===== src/rtl/qt_pkg.sv =====
package qt_pkg;
  localparam int ADDR_W = 3;

  localparam logic [ADDR_W-1:0] ADR_CTRL = 3'd0;
  localparam logic [ADDR_W-1:0] ADR_IOC  = 3'd1;
  localparam logic [ADDR_W-1:0] ADR_IEN  = 3'd2;
  localparam logic [ADDR_W-1:0] ADR_STAT = 3'd3;
  localparam logic [ADDR_W-1:0] ADR_CNT  = 3'd4;
  localparam int               ADR_GR0  = 5;

  localparam int BIT_OVF = 4;
  localparam int BIT_UNF = 5;
  localparam int BIT_DIR = 7;

  typedef enum logic [1:0] {
    MODE_PLAIN = 2'b00,
    MODE_PHASE = 2'b01,
    MODE_RSV2  = 2'b10,
    MODE_RSV3  = 2'b11
  } mode_e;

  typedef enum logic [1:0] {
    CAP_RISE = 2'd0,
    CAP_FALL = 2'd1,
    CAP_BOTH = 2'd2,
    CAP_ANY  = 2'd3
  } cap_edge_e;
endpackage


===== src/rtl/qt_sync.sv =====
module qt_sync #(
  parameter int W      = 1,
  parameter int STAGES = 2
) (
  input  logic         clk,
  input  logic         rst_n,
  input  logic [W-1:0] d,
  output logic [W-1:0] q
);
  logic [W-1:0] stage_q [STAGES];

  always_ff @(posedge clk or negedge rst_n) begin
    if (!rst_n) begin
      for (int i = 0; i < STAGES; i++) stage_q[i] <= '0;
    end else begin
      stage_q[0] <= d;
      for (int i = 1; i < STAGES; i++) stage_q[i] <= stage_q[i-1];
    end
  end

  assign q = stage_q[STAGES-1];
endmodule


===== src/rtl/qt_phase_dec.sv =====
module qt_phase_dec #(
  parameter int SYNC_STAGES = 2
) (
  input  logic clk,
  input  logic rst_n,
  input  logic pha,
  input  logic phb,
  output logic step_up,
  output logic step_dn
);
  logic [1:0] ab_s;
  logic [1:0] idx_cur, idx_prev, delta;

  qt_sync #(.W(2), .STAGES(SYNC_STAGES)) u_sync (
    .clk(clk), .rst_n(rst_n), .d({pha, phb}), .q(ab_s)
  );

  // Gray order 00 -> 10 -> 11 -> 01 maps to index {b, a^b}
  assign idx_cur = {ab_s[0], ab_s[1] ^ ab_s[0]};

  always_ff @(posedge clk or negedge rst_n) begin
    if (!rst_n) idx_prev <= 2'd0;
    else        idx_prev <= idx_cur;
  end

  assign delta   = idx_cur - idx_prev;
  assign step_up = (delta == 2'd1);
  assign step_dn = (delta == 2'd3);
endmodule


===== src/rtl/qt_counter.sv =====
module qt_counter #(
  parameter int W = 16
) (
  input  logic         clk,
  input  logic         rst_n,
  input  logic         en,
  input  logic         up,
  input  logic         dn,
  input  logic         clr,
  input  logic         load,
  input  logic [W-1:0] load_val,
  output logic [W-1:0] cnt,
  output logic [W-1:0] cnt_nx,
  output logic         stepped,
  output logic         ovf_evt,
  output logic         unf_evt,
  output logic         dir
);
  localparam logic [W-1:0] MAX_V = {W{1'b1}};

  assign stepped = !load && en && (up || dn);

  always_comb begin
    cnt_nx  = cnt;
    ovf_evt = 1'b0;
    unf_evt = 1'b0;
    if (load) begin
      cnt_nx = load_val;
    end else if (stepped) begin
      if (clr) begin
        cnt_nx = '0;
      end else if (up) begin
        cnt_nx  = cnt + 1'b1;
        ovf_evt = (cnt == MAX_V);
      end else begin
        cnt_nx  = cnt - 1'b1;
        unf_evt = (cnt == '0);
      end
    end
  end

  always_ff @(posedge clk or negedge rst_n) begin
    if (!rst_n) begin
      cnt <= '0;
      dir <= 1'b1;
    end else begin
      cnt <= cnt_nx;
      if (stepped) dir <= up;
    end
  end
endmodule


===== src/rtl/quad_timer.sv =====
module quad_timer
  import qt_pkg::*;
#(
  parameter int CNT_W       = 16,
  parameter int NUM_GR      = 2,
  parameter int SYNC_STAGES = 2
) (
  input  logic              clk,
  input  logic              rst_n,
  input  logic              phase_a,
  input  logic              phase_b,
  input  logic              cap_in,
  input  logic              wr_en,
  input  logic [2:0]        wr_addr,
  input  logic [CNT_W-1:0]  wr_data,
  input  logic [2:0]        rd_addr,
  output logic [CNT_W-1:0]  rd_data,
  output logic [NUM_GR-1:0] irq_gr,
  output logic              irq_ovf,
  output logic              irq_unf
);
  localparam int CLR_W = 2;

  logic [CNT_W-1:0] ctrl_q, ioc_q, ien_q;
  logic [CNT_W-1:0] cnt_q, cnt_nx, stat_v;
  logic [CNT_W-1:0] gr_q [NUM_GR];
  logic [NUM_GR-1:0] flag_gr, hit;
  logic ovf_q, unf_q, dir_q;
  logic dec_up, dec_dn, run, stepped, ovf_evt, unf_evt;
  logic cnt_wr, stat_wr, clr_hit;
  logic cap_s, cap_prev, cap_rise, cap_fall, cap_evt;
  mode_e     mode;
  cap_edge_e cap_sel;
  logic [CLR_W-1:0] clr_sel;

  assign mode    = mode_e'(ctrl_q[2:1]);
  assign run     = ctrl_q[0] && (mode == MODE_PHASE);
  assign clr_sel = ctrl_q[5:4];
  assign cap_sel = cap_edge_e'(ioc_q[9:8]);
  assign cnt_wr  = wr_en && (wr_addr == ADR_CNT);
  assign stat_wr = wr_en && (wr_addr == ADR_STAT);

  qt_phase_dec #(.SYNC_STAGES(SYNC_STAGES)) u_dec (
    .clk(clk), .rst_n(rst_n), .pha(phase_a), .phb(phase_b),
    .step_up(dec_up), .step_dn(dec_dn)
  );

  assign clr_hit = run && (dec_up || dec_dn) && (|hit);

  qt_counter #(.W(CNT_W)) u_cnt (
    .clk(clk), .rst_n(rst_n), .en(run), .up(dec_up), .dn(dec_dn),
    .clr(|hit), .load(cnt_wr), .load_val(wr_data),
    .cnt(cnt_q), .cnt_nx(cnt_nx), .stepped(stepped),
    .ovf_evt(ovf_evt), .unf_evt(unf_evt), .dir(dir_q)
  );

  qt_sync #(.W(1), .STAGES(SYNC_STAGES)) u_cap_sync (
    .clk(clk), .rst_n(rst_n), .d(cap_in), .q(cap_s)
  );

  always_ff @(posedge clk or negedge rst_n) begin
    if (!rst_n) cap_prev <= 1'b0;
    else        cap_prev <= cap_s;
  end

  assign cap_rise = cap_s & ~cap_prev;
  assign cap_fall = ~cap_s & cap_prev;

  always_comb begin
    case (cap_sel)
      CAP_RISE: cap_evt = cap_rise;
      CAP_FALL: cap_evt = cap_fall;
      default:  cap_evt = cap_rise | cap_fall;
    endcase
  end

  // configuration registers
  always_ff @(posedge clk or negedge rst_n) begin
    if (!rst_n) begin
      ctrl_q <= '0;
      ioc_q  <= '0;
      ien_q  <= '0;
    end else if (wr_en) begin
      if (wr_addr == ADR_CTRL) ctrl_q <= wr_data;
      if (wr_addr == ADR_IOC)  ioc_q  <= wr_data;
      if (wr_addr == ADR_IEN)  ien_q  <= wr_data;
    end
  end

  // wrap flags: set wins over a clearing write
  always_ff @(posedge clk or negedge rst_n) begin
    if (!rst_n) begin
      ovf_q <= 1'b0;
      unf_q <= 1'b0;
    end else begin
      ovf_q <= ovf_evt | (ovf_q & ~(stat_wr & ~wr_data[BIT_OVF]));
      unf_q <= unf_evt | (unf_q & ~(stat_wr & ~wr_data[BIT_UNF]));
    end
  end

  for (genvar k = 0; k < NUM_GR; k++) begin : g_gr
    logic [CNT_W-1:0] gr_r;
    logic             flag_r, wr_gr, is_cap, match_evt, cap_k;

    assign is_cap    = ioc_q[k];
    assign wr_gr     = wr_en && (int'(wr_addr) == ADR_GR0 + k);
    assign match_evt = stepped && !is_cap && (cnt_nx == gr_r);
    assign cap_k     = cap_evt && is_cap;
    assign hit[k]    = (int'(clr_sel) == k + 1) && !is_cap && (cnt_q == gr_r);

    always_ff @(posedge clk or negedge rst_n) begin
      if (!rst_n) begin
        gr_r   <= {CNT_W{1'b1}};
        flag_r <= 1'b0;
      end else begin
        if (wr_gr)      gr_r <= wr_data;
        else if (cap_k) gr_r <= cnt_q;
        flag_r <= match_evt | cap_k | (flag_r & ~(stat_wr & ~wr_data[k]));
      end
    end

    assign gr_q[k]    = gr_r;
    assign flag_gr[k] = flag_r;
    assign irq_gr[k]  = flag_r & ien_q[k];
  end

  assign irq_ovf = ovf_q & ien_q[BIT_OVF];
  assign irq_unf = unf_q & ien_q[BIT_UNF];

  always_comb begin
    stat_v = '0;
    for (int k = 0; k < NUM_GR; k++) stat_v[k] = flag_gr[k];
    stat_v[BIT_OVF] = ovf_q;
    stat_v[BIT_UNF] = unf_q;
    stat_v[BIT_DIR] = dir_q;
  end

  always_comb begin
    rd_data = '0;
    case (rd_addr)
      ADR_CTRL: rd_data = ctrl_q;
      ADR_IOC:  rd_data = ioc_q;
      ADR_IEN:  rd_data = ien_q;
      ADR_STAT: rd_data = stat_v;
      ADR_CNT:  rd_data = cnt_q;
      default: begin
        for (int k = 0; k < NUM_GR; k++)
          if (int'(rd_addr) == ADR_GR0 + k) rd_data = gr_q[k];
      end
    endcase
  end
endmodule


===== config.mk =====
export PLATFORM = sky130hd
export DESIGN_NAME = quad_timer
export DESIGN_NICKNAME = d
export VERILOG_FILES = /design/src/rtl/qt_pkg.sv /design/src/rtl/qt_sync.sv /design/src/rtl/qt_phase_dec.sv /design/src/rtl/qt_counter.sv /design/src/rtl/quad_timer.sv
export SDC_FILE = /design/constraint.sdc
export NUM_CORES = 1
export LEC_CHECK = 0
export CAP_MARGIN = 5
export CORE_ASPECT_RATIO = 0.75
export CORE_MARGIN = 2
export CORE_UTILIZATION = 54
export CTS_CLUSTER_SIZE = 28
export DETAILED_ROUTE_END_ITERATION = 10
export GPL_ROUTABILITY_DRIVEN = 0
export PLACE_DENSITY = 0.79
export SLEW_MARGIN = 20
export SYNTH_ARGS = -nofsm -noshare
export SYNTH_HDL_FRONTEND = slang
export SYNTH_HIERARCHICAL = 1
export SYNTH_SLANG_ARGS = --single-unit

===== constraint.sdc =====
create_clock -name clk -period 3.99 [get_ports clk]
set_clock_uncertainty 0.1 [all_clocks]
set_input_delay 0.798 -clock clk [delete_from_list [all_inputs] [get_ports clk]]
set_output_delay 0.798 -clock clk [all_outputs]
set_load 0.1 [all_outputs]

==> results of run 1 <==
## final cells by class
| class | instances | area (sq um) | share of cell area |
|---|---|---|---|
| sequential | 110 | 2795 | 0.3253 |
| inverter | 18 | 70.07 | 0.008154 |
| tap | 171 | 214.0 | 0.02490 |
| multi-input combinational | 591 | 4304 | 0.5009 |
| clock inverter | 6 | 92.59 | 0.01077 |
| timing repair buffer | 78 | 888.4 | 0.1034 |
| clock buffer | 10 | 229.0 | 0.02665 |
## flip-flops by register name, summed over array words and instances, names as in the netlist
name,count
g_gr.gr_r,32
ctrl_q,16
ien_q,16
ioc_q,16
u_cnt/cnt,16
g_gr.flag_r,2
u_dec/idx_prev,2
u_dec/u_sync/q,2
u_dec/u_sync/stage_q,2
cap_prev,1
ovf_q,1
u_cap_sync/q,1
u_cap_sync/stage_q,1
u_cnt/dir,1
unf_q,1
## report_power, final
group | switching [mW] | total, mW | internal [mW]
sequential | 0.645 | 2.26 | 1.61
clock | 0.428 | 0.985 | 0.557
combinational | 2.04 | 3.64 | 1.60
## cell usage after synthesis, drive strengths merged (2+ instances only)
master   n
xnor2   41
o21a     6
mux2    54
a21o     9
or3      2
o211ai   5
o22ai    6
and2     7
mux2i   23
a21oi   46
o21ai   27
o31ai    3
nor4b    5
nor2    68
nor3     9
o22a     2
nand3b   2
clkbuf  18
nor4    10
buf     24
xor2    35
inv     18
o221ai   3
nor2b    2
nand2b   4
nor3b    6
and3     4
o211a    3
o21bai   2
a31oi   34
dfstp   33
nand4b   4
a22oi    5
a21boi   2
a211oi  15
nand4   13
dfrtp   77
a221oi   5
ha      17
nand2   95
nand3    6
o31a     2
## cell families (layout without fill, tap and decap cells)
logic type | Yosys count | count (layout) | share of synthesized area
adders and majority gates | 18 | 18 | 0.03214
and+or+nand+nor | 239 | 239 | 0.1588
DFF | 110 | 110 | 0.3859
xor gates and xnor gates | 77 | 77 | 0.09521
AOI/OAI and AO/OA | 180 | 180 | 0.1695
muxes | 77 | 77 | 0.1163
buffers and inverters | 60 | 112 | 0.04216
## how the worst min path moves through the flow
stage	from	end	slack, ns
floorplan	u_cap_sync/stage_q[1]	u_cap_sync/q	0.23
detailed placement	u_dec/u_sync/stage_q[2]	u_dec/u_sync/q[0]	0.24
finish	u_cap_sync/stage_q[1]	u_cap_sync/q	0.27
global route	u_cap_sync/stage_q[1]	u_cap_sync/q	0.27
CTS	u_cap_sync/stage_q[1]	u_cap_sync/q	0.27
global placement	u_cap_sync/stage_q[1]	u_cap_sync/q	0.24
## routing by layer
metal  wire length, um  vias up
met3              2492       80
met2              9817      435
li1                  -     2822
met5                 0        -
met4               658        0
met1              8702     3199
## worst max-delay path: cells and delay by family (launching register included)
family / cells / cell delay, ns
AOI/OAI and AO/OA: 2 / 0.35
xor gates and xnor gates: 3 / 0.53
adders and majority gates: 2 / 0.59
buffers and inverters: 3 / 0.45
DFF: 1 / 0.43
and+or+nand+nor: 7 / 1.36
## what timing repair did
action                                  CTS  global route
gates resized for setup                   4            28
gates cloned                              0             0
pin swaps                                 3             5
endpoints found under the setup margin    2             2
buffers inserted                          2             2
## cell usage in the layout, fill, tap and decap left out, drive strengths merged, types with 4 or more instances in the layout
master         synthesis  routed
a21o                   9       9
o211ai                 5       5
ha                    17      17
and2                   7       7
a31oi                 34      34
nor4                  10      10
o21ai                 27      27
nand2                 95      95
and3                   4       4
clkbuf                18      10
clkdlybuf4s50          0      29
dfrtp                 77      77
nor3b                  6       6
nand4                 13      13
a221oi                 5       5
nand4b                 4       4
mux2i                 23      23
inv                   18      20
nor2                  68      68
a211oi                15      15
o21a                   6       6
buf                   24      49
mux2                  54      54
a22oi                  5       5
nor4b                  5       5
a21oi                 46      46
xor2                  35      35
xnor2                 41      41
nand2b                 4       4
nor3                   9       9
nand3                  6       6
dfstp                 33      33
o22ai                  6       6
==> results_dict.tcl, run 1 <==
set metrics [dict create \
    place_worst_setup_slack_ns -0.03856 \
    cts-buffers-inserted 9 \
    critical_path.startpoint "u_dec/u_sync/q[0]" \
    fin_crit_ns 3.883 \
    finalInstanceArea_sq_um 8593 \
    flow.area_growth_from_synthesis_pct 18.68 \
    pin_count_of_the_biggest_net_entering_global_routing 68 \
    portBuffers 47 \
    crit_fanout 9 \
    final_max_slew_viol_count 0 \
    worst_setup_slack_after_layout_ns 0.1073 \
    syn-num-nets 807 \
    layout.filler_cells 976 \
    drive_above_1_share 0.2349 \
    initial_core_util 0.5543 \
    core_region_area_sq_um 13060 \
    critical_path.endpoint_type "flip-flop" \
    cts.reportedPaths.clkPinSlew_ns 0.07 \
    timing.critical_path.slowest_cell_delay_ns 0.43 \
    r2r-end "g_gr[0].flag_r" \
    post_drt_via_cell_ratio 6.642 \
    fp.dieW_um 137.7 \
    setup.worst_path.start_class "flip-flop" \
    layout_worst_path_cycle_share 0.9731 \
    number_of_antenna_cells_inserted 0 \
    grt_first_pass_wirelength_um 33530 \
    cts_tree "yes" \
    cap_viol_max_count 0 \
    first_iter_violations 826 \
    antenna_violating_nets_post_route 0 \
    use_met1 0.4161 \
    placedCellCount 964 \
    post_dp_cell_area_sq_um 8073 \
    p_leak_nw 3.531 \
    setup_violations_final 0 \
    max-clock-path-buffers 2 \
    drt_pass_1_iters 7 \
    worstPathCellList "xnor2_2 > ha_1 > xor3_1 > nor2_2 > inv_4 > buf_6 > ha_1 > and3_1 > nand2_1 > nand4b_1 > and3_2 > o31ai_2 > buf_4 > xnor2_1 > nand4_1 > nor3_2 > a21o_1" \
    achievable-frequency_ghz 0.2576 \
    busiest_layer_in_global_routing "met2" \
    post-dp-hpwl_um 15100 \
    hold-worst-slack_ns 0.2732 \
    wire_per_inst_um 22.02 \
    route.final.wire_length_um 21670 \
    path_common_cell "sky130_fd_sc_hd__ha_1" \
    ff2ff_setup_slack_ns 0.11 \
    fin_nets 854 \
    root_buffer "sky130_fd_sc_hd__clkbuf_16" \
    vdd_drop_max_v 0.0003735 \
    yosysWarnings 6 \
    layout.cells.non_filler 984 \
    reg2reg_from "u_dec/u_sync/q[0]" \
    ys.flop_type "sky130_fd_sc_hd__dfrtp_1" \
    relSlewSlack 0.3568 \
    synth_sequential_area_ratio 0.3859 \
    grt_antenna_before_repair 0 \
    grt.met2_usage 0.4655 \
    synth_edf_count 0 \
    critPathSlowestCell "sky130_fd_sc_hd__dfrtp_2" \
    post-layout-total-power_mw 6.877 \
    cts.hold.buffers_added 0 \
    post_synth_num_cell_types 68 \
    postSynthAreaPerCell_sq_um 9.515 \
    post-route-util 0.6579 \
    outcome "finished clean" \
    criticalPathCategory "reg -> reg" \
    synth.ff_latch_count 110 \
    die_h_um 104.3 \
    max_slew.worst_pin.slew_ns 0.9618 \
    required_ns 4.18 \
    global_route.usage.total 0.3000 \
    clk-insertion-delay-late_ns 0.36 \
    synth_top_cell_area_share 0.2661 \
    synth_area_sq_um 7241 \
    worstPathArrival_ns 4.08 \
    use_met3 0.07164 \
    reg2reg_depth 17 \
    io_pins 48 \
    cts.sinks 110 \
    floorplan_die_area_sq_um 14360 \
    pd_cells_nw_per_um2 800.3 \
    first_global_vias 6213 \
    worstHoldPathCells 0 \
    num_vias 6536 \
    num_rows 36 \
    setup_total_negative_slack_ns 0 \
    report.final.hold_viol_count 0 \
    asyncSetResetFlopFracSynth 1.000 \
    timing.critical_path.to "g_gr[0].flag_r" \
    ctsHtreeMaxLevel 3 \
    min-delay-path-class "reg -> reg" \
    synthTopCellsByArea "sky130_fd_sc_hd__dfrtp_1 (27%), sky130_fd_sc_hd__dfstp_2 (12%), sky130_fd_sc_hd__mux2_2 (7.9%)" \
    netlist_instances 761 \
    netlist.top_cell.by_area "sky130_fd_sc_hd__dfrtp_1" \
    drcViolationCount 0 \
    overflow 0 \
]
(Power assumes the default switching activity.)
==> run 2, diff against run 1 <==
- CORE_MARGIN: 2 -> default
==> run 2 against run 1 <==
Maximum frequency grew 0.78%. Sequential cell count unchanged. Global-route usage is 1.6 points higher. Wire length shrank 1.4%. Worst hold slack worse by 0.024 ns. Critical path depth fell by 2. Total power is 1.1% lower. Largest power group unchanged. Highest routed layer unchanged.
==> results_dict.tcl, run 2 (synthesized netlist as in run 1, its figures left out) <==
set metrics [dict create \
    post-dp-hpwl_um 14800 \
    place_worst_setup_slack_ns -0.05404 \
    overflow 0 \
    p_leak_nw 3.533 \
    fp.dieW_um 135.7 \
    cts_tree "yes" \
    io_pins 48 \
    largest_register_ff_count 32 \
    num_vias 6501 \
    power.switching_fraction 0.4651 \
    antenna_violating_nets_post_route 0 \
    wire_per_inst_um 21.72 \
    post_drt_via_cell_ratio 6.607 \
    cts.hold.buffers_added 0 \
    number_of_antenna_cells_inserted 0 \
    core_region_area_sq_um 13020 \
    max_flop_register "g_gr.gr_r" \
    fin_nets 854 \
    flow.area_growth_from_synthesis_pct 18.21 \
    outcome "finished clean" \
    first_iter_violations 658 \
    layout_worst_path_cycle_share 0.9655 \
    pd_cells_nw_per_um2 794.3 \
    post-layout-total-power_mw 6.799 \
    clock_power_share 0.130 \
    route.final.wire_length_um 21370 \
    regArea_sq_um 2794 \
    report.final.hold_viol_count 0 \
    relSlewSlack 0.3566 \
    layout.filler_cells 976 \
    grt_antenna_before_repair 0 \
    drcViolationCount 0 \
    finalInstanceArea_sq_um 8559 \
    first_global_vias 5968 \
    fin_crit_ns 3.852 \
    mostFrequentLayoutCell "sky130_fd_sc_hd__nand2_1" \
    pin_count_of_the_biggest_net_entering_global_routing 59 \
    die_h_um 102.3 \
    post_dp_cell_area_sq_um 8073 \
    setup_violations_final 0 \
    max-clock-path-buffers 2 \
    ctsHtreeMaxLevel 3 \
    num_rows 36 \
    p_int_mw 3.637 \
    grt_first_pass_wirelength_um 33090 \
    crit_fanout 15 \
    worst_setup_slack_after_layout_ns 0.1375 \
    portBuffers 47 \
    post-route-util 0.6575 \
    setup.worst_path.start_class "flip-flop" \
    root_buffer "sky130_fd_sc_hd__clkbuf_16" \
    cts-buffers-inserted 9 \
    area_of_the_multi_input_gates_sq_um 4313 \
    worstPathArrival_ns 4.05 \
    min-delay-path-class "reg -> reg" \
    clk-insertion-delay-late_ns 0.36 \
    vdd_drop_max_v 0.0004105 \
    cts.reportedPaths.clkPinSlew_ns 0.08 \
    critical_path.endpoint_type "flip-flop" \
    initial_core_util 0.5562 \
    setup_total_negative_slack_ns 0 \
    power.sequential.fraction 0.332 \
    cap_viol_max_count 0 \
    total_switching_power_mw 3.162 \
    rsz_0062_raised_after_global_routing "true" \
    achievable-frequency_ghz 0.2596 \
    required_ns 4.19 \
    criticalPathCategory "reg -> reg" \
    drive_above_1_share 0.2362 \
    most-common-layout-cells "sky130_fd_sc_hd__nand2_1 (94), sky130_fd_sc_hd__dfrtp_1 (77), sky130_fd_sc_hd__nor2_1 (67), sky130_fd_sc_hd__mux2_2 (51), sky130_fd_sc_hd__a21oi_1 (43)" \
    drt_pass_1_iters 7 \
    max_slew.worst_pin.slew_ns 0.9621 \
    global_route.usage.total 0.3155 \
    part_of_the_power_in_combinational_logic 0.538 \
    final_max_slew_viol_count 0 \
    cts.sinks 110 \
    floorplan_die_area_sq_um 13880 \
]
-- run 2: cell types whose count changed in the layout (fill, tap and decap cells not counted), sizes merged --
cell    change
clkinv      +3
clkbuf      -1
bufinv      -2
-- run 2: metrics by stage --
step,hold WS [ns],instances
finish,0.2495,984
detailed placement,0.2420,964
floorplan,0.2312,761
global placement,0.2386,964
global route,0.2697,984
CTS,0.2546,980
-- run 2: layer usage --
layer | wire [um] | vias to the layer above | GRT usage
li1 | - | 2829 | -
met1 | 9069 | 3185 | 0.4449
met2 | 9699 | 414 | 0.4886
met3 | 1912 | 73 | 0.05506
met4 | 692 | 0 | 0.1132
met5 | 0 | - | 0
-- run 2: path summary, 6_finish.rpt --
path	from	endpoint	slack (ns)	depth (start not counted)
max in group asynchronous	rst_n	g_gr[0].gr_r[2]	2.51	2
worst max register to register	u_dec/u_sync/q[0]	g_gr[0].flag_r	0.14	15
worst min-delay path	u_cap_sync/stage_q[1]	u_cap_sync/q	0.25	0
worst min register to register	u_cap_sync/stage_q[1]	u_cap_sync/q	0.25	0
min in group asynchronous	rst_n	u_cnt/cnt[6]	0.41	1
worst max-delay path	u_dec/u_sync/q[0]	g_gr[0].flag_r	0.14	15
-- run 2: critical path, stage by stage (launching register included) --
cell and delay, ns:
sky130_fd_sc_hd__dfrtp_1 0.42, sky130_fd_sc_hd__xnor2_2 0.16, sky130_fd_sc_hd__ha_1 0.17, sky130_fd_sc_hd__xor3_1 0.28, sky130_fd_sc_hd__nor2_4 0.18, sky130_fd_sc_hd__inv_6 0.10, sky130_fd_sc_hd__ha_1 0.39, sky130_fd_sc_hd__and2_1 0.26
sky130_fd_sc_hd__a221o_1 0.35, sky130_fd_sc_hd__a311oi_2 0.33, sky130_fd_sc_hd__a21oi_1 0.15, sky130_fd_sc_hd__o31ai_4 0.29, sky130_fd_sc_hd__xnor2_1 0.18, sky130_fd_sc_hd__nand4_1 0.14, sky130_fd_sc_hd__nor3_2 0.14, sky130_fd_sc_hd__a21o_1 0.13
-- run 2: area by class of cell --
| type | instances | area share |
|---|---|---|
| multi-input combinational | 591 | 0.5039 |
| clock inverter | 7 | 0.007017 |
| timing repair buffer | 78 | 0.1029 |
| tap | 171 | 0.02500 |
| clock buffer | 9 | 0.02631 |
| sequential | 110 | 0.3264 |
| inverter | 18 | 0.008478 |
-- run 2: timing repair --
item | 4_1_cts | 5_1_grt
pin swaps | 1 | 9
buffers inserted | 0 | 4
gates resized for setup | 7 | 25
setup endpoints to repair | 2 | 2
-- run 2: power by group through the flow --
stage	registers (mW)	logic [mW]	clock network [mW]
finish	2.26	3.66	0.881
global route	2.29	3.89	0.929
CTS	2.21	3.37	0.887
detailed placement	2.22	3.30	0
global placement	2.19	3.18	0
floorplan	2.02	2.45	0
==> run 3, diff against run 2 <==
- CORE_UTILIZATION: 54 -> 55
- PLACE_DENSITY: 0.79 -> 0.77
- clock period: 3.99 -> 3.7 ns (I/O delays scaled with it)
==> run 3 against run 2 <==
The run now ends with setup timing left. First-iteration DRC count shrank 5.9%. Wire length grew 0.25%. Design area grew 2.7%. Combinational power grew 11%. Via count shrank 0.57%. Count of clock-buffer cells in the layout is the same. Maximum frequency grew 2.4%. Sequential power grew 6%. Clock power grew 15%. Worst hold slack is essentially flat. Critical endpoint is now g_gr[1].flag_r. Sequential cell count is the same. Non-clock buffer count grew 22.
==> results_dict.tcl, run 3 (synthesized netlist as in run 1, its figures left out) <==
set metrics [dict create \
    required_ns 3.91 \
    root_buffer "sky130_fd_sc_hd__clkbuf_16" \
    report.final.hold_viol_count 0 \
    grt_antenna_before_repair 0 \
    criticalPathCategory "reg -> reg" \
    cts.hold.buffers_added 0 \
    wire_per_inst_um 21.41 \
    critical_path.endpoint_type "flip-flop" \
    power.sequential.fraction 0.320 \
    num_rows 35 \
    cts-buffers-inserted 9 \
    crit_fanout 15 \
    io_pins 48 \
    max_flop_register "g_gr.gr_r" \
    max_slew.worst_pin.slew_ns 0.9603 \
    initial_core_util 0.5761 \
    reg2reg_from "u_dec/u_sync/q[1]" \
    ff2ff_setup_slack_ns -0.06 \
    ctsHtreeMaxLevel 3 \
    hold-worst-slack_ns 0.2490 \
    largest_register_ff_count 32 \
    fp.dieW_um 134.5 \
    fin_crit_ns 3.761 \
    first_iter_violations 619 \
    vdd_drop_max_v 0.0004864 \
    post-dp-hpwl_um 15490 \
    global_route.usage.total 0.3248 \
    violations_in_the_final_reports "setup timing" \
    reg2reg_depth 16 \
    post_drt_via_cell_ratio 6.458 \
    cap_viol_max_count 0 \
    place_worst_setup_slack_ns -0.1727 \
    layout.filler_cells 902 \
    setup_violations_final 2 \
    clk-insertion-delay-late_ns 0.37 \
    die_h_um 101.4 \
    route.final.wire_length_um 21430 \
    final_max_slew_viol_count 0 \
    core_region_area_sq_um 12570 \
    outcome "complete, but fails checks" \
    number_of_antenna_cells_inserted 0 \
    antenna_violating_nets_post_route 0 \
    floorplan_die_area_sq_um 13630 \
    grt_first_pass_wirelength_um 33790 \
    layout_worst_path_cycle_share 1.016 \
    cts.sinks 110 \
    drive_above_1_share 0.2731 \
    worst_setup_slack_after_layout_ns -0.06061 \
    p_leak_nw 3.641 \
    fin_nets 876 \
    rsz_0062_raised_after_global_routing "true" \
    relSlewSlack 0.3578 \
    total_switching_power_mw 3.417 \
    overflow 0 \
    pin_count_of_the_biggest_net_entering_global_routing 46 \
    max-clock-path-buffers 2 \
    mostFrequentLayoutCell "sky130_fd_sc_hd__nand2_1" \
    worstPathArrival_ns 3.97 \
    p_int_mw 4.066 \
    drcViolationCount 0 \
    most-common-layout-cells "sky130_fd_sc_hd__nand2_1 (95), sky130_fd_sc_hd__dfrtp_1 (77), sky130_fd_sc_hd__nor2_1 (67), sky130_fd_sc_hd__buf_4 (54), sky130_fd_sc_hd__mux2_2 (51)" \
    drt_pass_1_iters 5 \
    setup.worst_path.start_class "flip-flop" \
    min-delay-path-class "in -> async" \
    portBuffers 47 \
    achievable-frequency_ghz 0.2659 \
    r2r-end "g_gr[1].flag_r" \
    num_vias 6464 \
    flow.area_growth_from_synthesis_pct 21.38 \
    first_global_vias 6357 \
    cts_tree "yes" \
    part_of_the_power_in_combinational_logic 0.545 \
    power.switching_fraction 0.4566 \
    cts.reportedPaths.clkPinSlew_ns 0.08 \
    clock_power_share 0.135 \
    pd_cells_nw_per_um2 851.4 \
]
## run 3: cell types whose count changed in the layout (fill, tap and decap cells not counted), moves of 2 or more
cell and change:
sky130_fd_sc_hd__clkinv_2 -2, sky130_fd_sc_hd__a22oi_2 +2, sky130_fd_sc_hd__clkdlybuf4s50_1 -3, sky130_fd_sc_hd__inv_8 +3, sky130_fd_sc_hd__ha_4 +3, sky130_fd_sc_hd__a21oi_1 -11
sky130_fd_sc_hd__ha_1 -4, sky130_fd_sc_hd__xnor2_1 +3, sky130_fd_sc_hd__a21oi_2 +11, sky130_fd_sc_hd__buf_4 +24, sky130_fd_sc_hd__xnor2_2 -3, sky130_fd_sc_hd__a22oi_1 -2
## run 3: layout make-up
class	count	area [sq um]	area share
Tap cell	166	207.7	0.02363
Inverter	18	72.57	0.008257
Multi-Input combinational cell	591	4369	0.4972
Clock inverter	7	83.83	0.009539
Timing Repair Buffer	100	1036	0.1179
Sequential cell	110	2794	0.3179
Clock buffer	9	225.2	0.02563
## run 3: stage by stage
step | cells | power, mW | utilization | TNS, ns | instance area, sq um
2_1_floorplan | 761 | 4.924 | - | -0.2282 | 7377
3_3_place_gp | 981 | 6.058 | 0.6650 | -0.08125 | 8358
3_5_place_dp | 981 | 6.209 | 0.6650 | -0.3321 | 8358
4_1_cts | 1000 | 7.298 | 0.6941 | -0.04187 | 8723
5_1_grt | 1001 | 7.871 | 0.6993 | -0.4524 | 8788
6_report | 1001 | 7.483 | 0.6993 | -0.09718 | 8788
## run 3: how the worst max path moves through the flow
stage | slack, ns | depth (start not counted) | from | endpoint
detailed placement | -0.17 | 15 | u_dec/u_sync/q[0] | g_gr[0].flag_r
global route | -0.23 | 16 | u_dec/u_sync/q[0] | g_gr[1].flag_r
CTS | -0.02 | 16 | u_dec/u_sync/q[1] | g_gr[1].flag_r
finish | -0.06 | 16 | u_dec/u_sync/q[1] | g_gr[1].flag_r
floorplan | -0.11 | 5 | rd_addr[1] | rd_data[2]
global placement | -0.05 | 15 | u_dec/u_sync/q[0] | g_gr[0].flag_r
## run 3: repair_timing
action / in CTS / in global routing
endpoints found under the hold margin: 0 / 0
setup endpoints to repair: 2 / 2
pin swaps: 4 / 5
gates resized for setup: 5 / 9
buffers inserted: 3 / 1
## run 3: metal layers
layer | vias up | part of all wire | GRT usage
li1 | 2876 | - | -
met1 | 3134 | 0.42 | 0.4326
met2 | 395 | 0.46 | 0.5193
met3 | 59 | 0.098 | 0.08208
met4 | 0 | 0.024 | 0.1132
met5 | - | 0 | 0
## run 3: critical path, cell delays in order (launching register included)
cell	delay [ns]
sky130_fd_sc_hd__dfrtp_1	0.40
sky130_fd_sc_hd__xnor2_2	0.18
sky130_fd_sc_hd__ha_2	0.19
sky130_fd_sc_hd__xor3_1	0.27
sky130_fd_sc_hd__nor2_4	0.18
sky130_fd_sc_hd__inv_6	0.11
sky130_fd_sc_hd__fa_2	0.35
sky130_fd_sc_hd__a21o_1	0.20
sky130_fd_sc_hd__a221oi_4	0.39
sky130_fd_sc_hd__buf_4	0.17
sky130_fd_sc_hd__o31ai_1	0.08
sky130_fd_sc_hd__xnor2_1	0.22
sky130_fd_sc_hd__o21ai_2	0.12
sky130_fd_sc_hd__xnor2_1	0.26
sky130_fd_sc_hd__nand3_1	0.14
sky130_fd_sc_hd__nor3_2	0.19
sky130_fd_sc_hd__a21o_1	0.13
## run 3: power by group through the flow
stage / Combinational (mW) / Clock (mW) / Sequential [mW]
final: 4.08 / 1.01 / 2.39
after floorplan: 2.73 / 0 / 2.19
after global routing: 4.38 / 1.06 / 2.43
after global placement: 3.71 / 0 / 2.34
after detailed placement: 3.84 / 0 / 2.37
after CTS: 3.93 / 1.02 / 2.36
